===== config.mk =====
export PLATFORM = sky130hd
export DESIGN_NAME = reset_supervisor
export DESIGN_NICKNAME = d
export VERILOG_FILES = /design/src/rtl/rsv_pkg.sv /design/src/rtl/rsv_sync.sv /design/src/rtl/rsv_watchdog.sv /design/src/rtl/rsv_sequencer.sv /design/src/rtl/reset_supervisor.sv
export SDC_FILE = /design/constraint.sdc
export NUM_CORES = 1
export LEC_CHECK = 0
export ABC_CLOCK_PERIOD_IN_PS = 2800
export CORE_MARGIN = 8
export CORE_UTILIZATION = 50
export CTS_BUF_LIST = sky130_fd_sc_hd__clkbuf_8
export CTS_CLUSTER_DIAMETER = 120
export DETAILED_ROUTE_END_ITERATION = 10
export DONT_BUFFER_PORTS = 1
export GPL_TIMING_DRIVEN = 1
export PLACE_DENSITY = 0.68
export SLEW_MARGIN = 25
export SYNTH_ARGS = -nofsm -noshare
export SYNTH_HDL_FRONTEND = slang
export SYNTH_HIERARCHICAL = 1
export SYNTH_SLANG_ARGS = --single-unit
export TNS_END_PERCENT = 5

===== constraint.sdc =====
create_clock -name clk -period 2.8 [get_ports clk]
set_input_delay 0.28 -clock clk [delete_from_list [all_inputs] [get_ports clk]]
set_output_delay 0.28 -clock clk [all_outputs]
set_load 0.01 [all_outputs]

===== src/rtl/rsv_pkg.sv =====
// Package: shared types of the reset supervisor.
// Assumes: nothing beyond the standard.
package rsv_pkg;
    // Sequencer phases
    typedef enum logic [1:0] {
        PH_HOLD    = 2'd0,  // drive reset, count the power-up delay
        PH_SETTLE  = 2'd1,  // released, wait for own pin edges to pass the synchronizer
        PH_EXTWAIT = 2'd2,  // released, an outside source still holds a pin active
        PH_RUN     = 2'd3   // released, watchdog counting
    } phase_t;

    localparam int unsigned SYNC_STAGES = 2;
    localparam int unsigned SETTLE_CYC  = SYNC_STAGES + 1;
endpackage


===== src/rtl/rsv_sync.sv =====
// Module: rsv_sync
// Multi-stage synchronizer for a vector of independent asynchronous bits.
// Assumes: each bit is sampled on its own; no multi-bit coherence is needed.
module rsv_sync #(
    parameter int unsigned WIDTH  = 3,
    parameter int unsigned STAGES = 2,
    parameter logic [WIDTH-1:0] INIT = '0
) (
    input  logic             clk,
    input  logic             rst_n,
    input  logic [WIDTH-1:0] d_in,
    output logic [WIDTH-1:0] d_out
);
    logic [WIDTH-1:0] chain [STAGES];

    // Purpose: shift the raw inputs through the flop chain.
    always_ff @(posedge clk) begin
        if (!rst_n) chain[0] <= INIT;
        else        chain[0] <= d_in;
    end

    for (genvar s = 1; s < STAGES; s++) begin : g_stage
        // Purpose: one further metastability-settling stage.
        always_ff @(posedge clk) begin
            if (!rst_n) chain[s] <= INIT;
            else        chain[s] <= chain[s-1];
        end
    end

    assign d_out = chain[STAGES-1];
endmodule


===== src/rtl/rsv_watchdog.sv =====
// Module: rsv_watchdog
// Counts cycles while enabled. It flags expiry when the count reaches the
// period without a kick.
// Assumes: kick is a one-cycle pulse. The counter is cleared whenever run is low.
module rsv_watchdog #(
    parameter int unsigned WDT_CYC = 320_000_000
) (
    input  logic clk,
    input  logic rst_n,
    input  logic run,
    input  logic kick,
    output logic expire
);
    localparam int unsigned CW = $clog2(WDT_CYC + 1);

    logic [CW-1:0] count;

    assign expire = run && !kick && (count == CW'(WDT_CYC - 1));

    // Purpose: advance, clear on kick/stop, wrap on expiry.
    always_ff @(posedge clk) begin
        if (!rst_n || !run || kick || expire) count <= '0;
        else                                  count <= count + 1'b1;
    end
endmodule


===== src/rtl/rsv_sequencer.sv =====
// Module: rsv_sequencer
// Reset phase machine. It covers supply loss, the power-up hold, settling after
// release, the external-hold wait and the running phase.
// Assumes: ext_trig and wdog_expire are single-cycle pulses. ext_level is the
// synchronized "some pin is active" level.
module rsv_sequencer
    import rsv_pkg::*;
#(
    parameter int unsigned DLY_CYC = 30_000_000
) (
    input  logic clk,
    input  logic rst_n,
    input  logic supply_ok,
    input  logic ext_trig,
    input  logic ext_level,
    input  logic wdog_expire,
    output logic run,
    output logic assert_rst
);
    localparam int unsigned CW = $clog2(DLY_CYC + SETTLE_CYC + 1);

    phase_t        phase;
    logic [CW-1:0] cnt;

    // Purpose: phase transitions and the shared delay counter.
    always_ff @(posedge clk) begin
        if (!rst_n || !supply_ok) begin
            phase <= PH_HOLD;
            cnt   <= '0;
        end else begin
            unique case (phase)
                PH_HOLD: begin
                    if (cnt == CW'(DLY_CYC - 1)) begin
                        phase <= PH_SETTLE;
                        cnt   <= '0;
                    end else begin
                        cnt <= cnt + 1'b1;
                    end
                end
                PH_SETTLE: begin
                    if (cnt == CW'(SETTLE_CYC - 1)) begin
                        phase <= ext_level ? PH_EXTWAIT : PH_RUN;
                        cnt   <= '0;
                    end else begin
                        cnt <= cnt + 1'b1;
                    end
                end
                PH_EXTWAIT: begin
                    if (!ext_level) phase <= PH_RUN;
                end
                PH_RUN: begin
                    if (ext_trig || wdog_expire) begin
                        phase <= PH_HOLD;
                        cnt   <= '0;
                    end
                end
                default: phase <= PH_HOLD;
            endcase
        end
    end

    assign run        = (phase == PH_RUN);
    assign assert_rst = (phase == PH_HOLD);
endmodule


===== src/rtl/reset_supervisor.sv =====
// Module: reset_supervisor (top)
// Supply supervisor with watchdog reset and bidirectional reset pins.
// Assumes: supply_ok is synchronous. cs_in and the pin levels are asynchronous.
// The outputs are open-drain enables.
module reset_supervisor
    import rsv_pkg::*;
#(
    parameter int unsigned DLY_CYC = 30_000_000,
    parameter int unsigned WDT_CYC = 320_000_000
) (
    input  logic clk,
    input  logic rst_n,
    input  logic supply_ok,
    input  logic cs_in,
    input  logic rst_hi_pin,
    input  logic rst_lo_pin,
    output logic rst_hi_drive,
    output logic rst_lo_drive
);
    // bit 0 = cs, bit 1 = high pin, bit 2 = low pin
    localparam logic [2:0] SYNC_INIT = 3'b100;

    logic [2:0] raw_s, synced, prev;
    logic       kick, ext_trig, ext_level, run, expire, assert_rst;

    assign raw_s = {rst_lo_pin, rst_hi_pin, cs_in};

    rsv_sync #(.WIDTH(3), .STAGES(SYNC_STAGES), .INIT(SYNC_INIT)) u_sync (
        .clk   (clk),
        .rst_n (rst_n),
        .d_in  (raw_s),
        .d_out (synced)
    );

    // Purpose: hold last synchronized values for edge detection.
    always_ff @(posedge clk) begin
        if (!rst_n) prev <= SYNC_INIT;
        else        prev <= synced;
    end

    assign kick      = synced[0] ^ prev[0];
    assign ext_trig  = (synced[1] & ~prev[1]) | (~synced[2] & prev[2]);
    assign ext_level = synced[1] | ~synced[2];

    rsv_watchdog #(.WDT_CYC(WDT_CYC)) u_wdog (
        .clk    (clk),
        .rst_n  (rst_n),
        .run    (run),
        .kick   (kick),
        .expire (expire)
    );

    rsv_sequencer #(.DLY_CYC(DLY_CYC)) u_seq (
        .clk         (clk),
        .rst_n       (rst_n),
        .supply_ok   (supply_ok),
        .ext_trig    (ext_trig),
        .ext_level   (ext_level),
        .wdog_expire (expire),
        .run         (run),
        .assert_rst  (assert_rst)
    );

    assign rst_hi_drive = assert_rst;
    assign rst_lo_drive = assert_rst;
endmodule


==> summary.md <==
| Metric | Value |
|---|---|
| P_int | `1.26 mW` |
| Clock-pin slew on the worst setup and hold paths | `0.07 ns` |
| Final wirelength | `6630 um` |
| Area grow syn2layout | `13.7%` |
| Post-synth ARST share | `0%` |
| Synth Area in XOR/XNOR | `11.0%` |
| Vias per cell | `5.57` |
| Reg2Reg Depth | `9` |
| Global-route wire length before repair | `11000 um` |
| Pre-CTS setup slack | `0.0669 ns` |
| Port Buf Inserts | `0` |
| Worst r2r dst | `u_seq/cnt[8]` |
| Yosys top cell area share | `41.0%` |
| Antenna-violating nets left | `0` |
| Number of remaining DRC errors | `0` |
| Yosys cell types | `49` |
| Vias | `2594` |
| Clock Tree Root | `clkbuf_8` |
| Leakage power | `1.26 nW` |
| Critical path launch point | `u_wdog/count[18]` |
| Initial antenna violation count | `0` |
| Worst Hold Class | `primary input to flip-flop` |
| Commonest non-fill, non-tap cell in the layout | `dfxtp_1` |
| CP Capture Type | `flip-flop` |
| Area leader, netlist | `dfxtp_1` |
| Final Hold Viols | `0` |
| CTS sink cnt | `65` |
| Number of post-CTS setup repair buffers | `0` |
| CTS tree | `built` |
| Sw Pwr | `0.385 mW` |
| Hold EP | `u_sync/chain[0][2]` |
| Adder-cell share of the synthesized area | `2.76%` |
| Worst Path Max Fanout | `6` |
| Total Routing Usage GR | `15.4%` |
| CP peak stage delay | `0.56 ns` |
| Slowest CP cell | `or4_1` |
| Max-slew headroom | `43.5%` |
| Placed cell count | `447` |
| Synthesized cell area | `0.00318 mm^2` |
| Core ar. | `0.00624 mm^2` |
| Most frequent cells in the layout | `dfxtp_1, nor2_1, nand2_1` |
| Number of global-route vias before repair | `2402` |
| Hpwl dp | `4580 um` |
| Combinational power share | `1.9%` |
| Mean post-synth cell area | `8.82 um^2` |
| Clk_lat worst skew | `0.34 ns` |
| Final Setup Violations | `0` |
| Die area | `0.00916 mm^2` |
| Starting Density | `50.9%` |
| Routability Congestion | `0.829` |
| Crit-path cells | `nor4b_2 > nand2_1 > or4_1 > nor2_1 > nor3b_1 > or2_4 > o311ai_4 > clkbuf_16 > nor2_2` |
| Max-slew violations | `0` |
| # H-tree levels | `3` |
| Status | `completed` |
| Hold path cells | `1` |
| Flop pwr share | `56.7%` |
| WL/cell | `14.2 um` |
| Max Clock Freq | `377 MHz` |
| Post-synthesis simple-gate area fraction | `34.3%` |
| Maximum vdd drop | `0.000349 V` |
| Die span in x | `95.7 um` |
| DRT Pass-1 Iters | `4` |
| Final setup margin | `0.146 ns` |
| Final Hold Slack | `0.0382 ns` |
| Sw frac | `23.3%` |
| Post-synthesis compound-gate area fraction | `7.44%` |
| Core Rows | `29` |
| GRT Residual Overflow | `0` |
| Min-delay src | `rst_lo_pin` |
| Total power | `1.65 mW` |
| Flop2flop setup slack | `0.15 ns` |
| CTS buffer count | `9` |
| Worst Skew | `0.00677 ns` |
| Yosys warnings | `6` |
| Clk pwr share | `41.4%` |
| Power Density | `456 mW/mm^2` |
| Reg-to-Reg Start | `u_wdog/count[18]` |
| Net count, final | `397` |
| Req. time, crit path | `3.03 ns` |
| Non-Filler Instances | `466` |
| Critical path class | `flip-flop to flip-flop` |
| Synthesized Nets | `373` |
| WP data arrival | `2.89 ns` |
| Post-synthesis cell count | `360` |
| Initial DRC Count | `177` |
| Seq/Total Area, Yosys | `41.0%` |
| Post-synth top flop | `dfxtp_1` |
| Final min period | `2.65 ns` |
| Clock buffer depth | `2` |
| Die height | `95.7 um` |
| Number of flops mapped to enable cells by yosys | `0` |
| Layout cell share with drive strength beyond 1 | `17.0%` |
| # IOs | `8` |
| MaxCap Viol Count | `0` |
| Largest net degree at the start of global routing | `25` |
| N_diodes | `0` |
| Mux cell area share after synthesis | `0.315%` |
| Top cells by area, synth | `dfxtp_1, xor2_1, nor2_1` |
| Yosys reg bits | `65` |
| Worst slew pin tran | `0.846 ns` |
| Crit start category | `flip-flop` |
| Largest family of logic cells by synthesized area | `simple AND/OR/NAND/NOR gates` |
| Final Cycle Share | `94.8%` |
## critical path: cells and delay by family (launching register included)
family | cells | cell delay [ns]
AND/OR/NAND/NOR | 7 | 1.57
flip-flops | 1 | 0.36
buffers and inverters | 1 | 0.24
AO/OA/AOI/OAI | 1 | 0.37
## registers in the layout, summed over array words and instances (netlist names)
signal        cells
u_wdog/count     29
u_seq/phase       2
u_seq/cnt        25
u_sync/chain      6
prev              3
## routing by layer
layer	vias up	wire (um)	global-route usage, %
li1	1332	-	-
met1	1219	3210	19.3
met2	34	3040	23.8
met3	9	245	3.28
met4	0	128	8.96
met5	-	0	0
## cell type report
cell class              count  area [um^2]
clock buffers               9          124
flip-flops and latches     65         1300
fillers                   585         2630
well taps                  77         96.3
repair buffers             23          209
clock inverters             7         47.5
multi-input cells         276         1800
inverters                   9         33.8
## Yosys cell counts (8+ instances only)
| cell | count |
|---|---|
| xor2_1 | 29 |
| nand2_1 | 32 |
| nand3_1 | 21 |
| xnor2_1 | 11 |
| nor2_2 | 10 |
| inv_1 | 9 |
| dfxtp_1 | 65 |
| nor4_1 | 10 |
| nand4_1 | 22 |
| or3_1 | 8 |
| nor3_1 | 9 |
| nor2_1 | 39 |
## how the worst max path moves through the flow
stage                               end  slack (ns)  cells after the start
final                      u_seq/cnt[8]        0.15                      9
after global routing       u_seq/cnt[1]       -0.03                     10
after CTS                  u_seq/cnt[1]        0.04                      9
after detailed placement   u_seq/cnt[1]        0.07                      9
after global placement     u_seq/cnt[1]        0.11                      9
after floorplan           u_seq/cnt[24]        0.14                     10
## power groups by stage
stage / Sequential (mW) / Clock (mW) / Combinational (mW)
floorplan: 0.954 / 0 / 0.0196
global placement: 0.955 / 0 / 0.0236
detailed placement: 0.955 / 0 / 0.0240
CTS: 0.934 / 0.706 / 0.0259
global route: 0.934 / 0.748 / 0.0343
finish: 0.934 / 0.683 / 0.0314
## repair_timing
item | CTS | global route
endpoints found under the setup margin | 0 | 24
hold buffers | 1 | 0
endpoints found under the hold margin | 3 | 0
resized for setup | 0 | 7
## cells by family (layout without fill, tap and decap cells)
group,Yosys count,count (layout)
xor+xnor,40,40
fa+ha+maj,7,7
simple gates,196,196
compound gates,32,32
buf+inv,19,48
flops,65,65
mux,1,1
## through the flow
stage | utilization, % | setup TNS, ns | area [um^2]
2_1_floorplan | - | 0 | 3180
3_3_place_gp | 54.0 | 0 | 3370
3_5_place_dp | 54.0 | 0 | 3370
4_1_cts | 57.0 | 0 | 3550
5_1_grt | 57.9 | -0.0338 | 3610
6_report | 57.9 | 0 | 3610
Power figures use the tool's default switching activity.
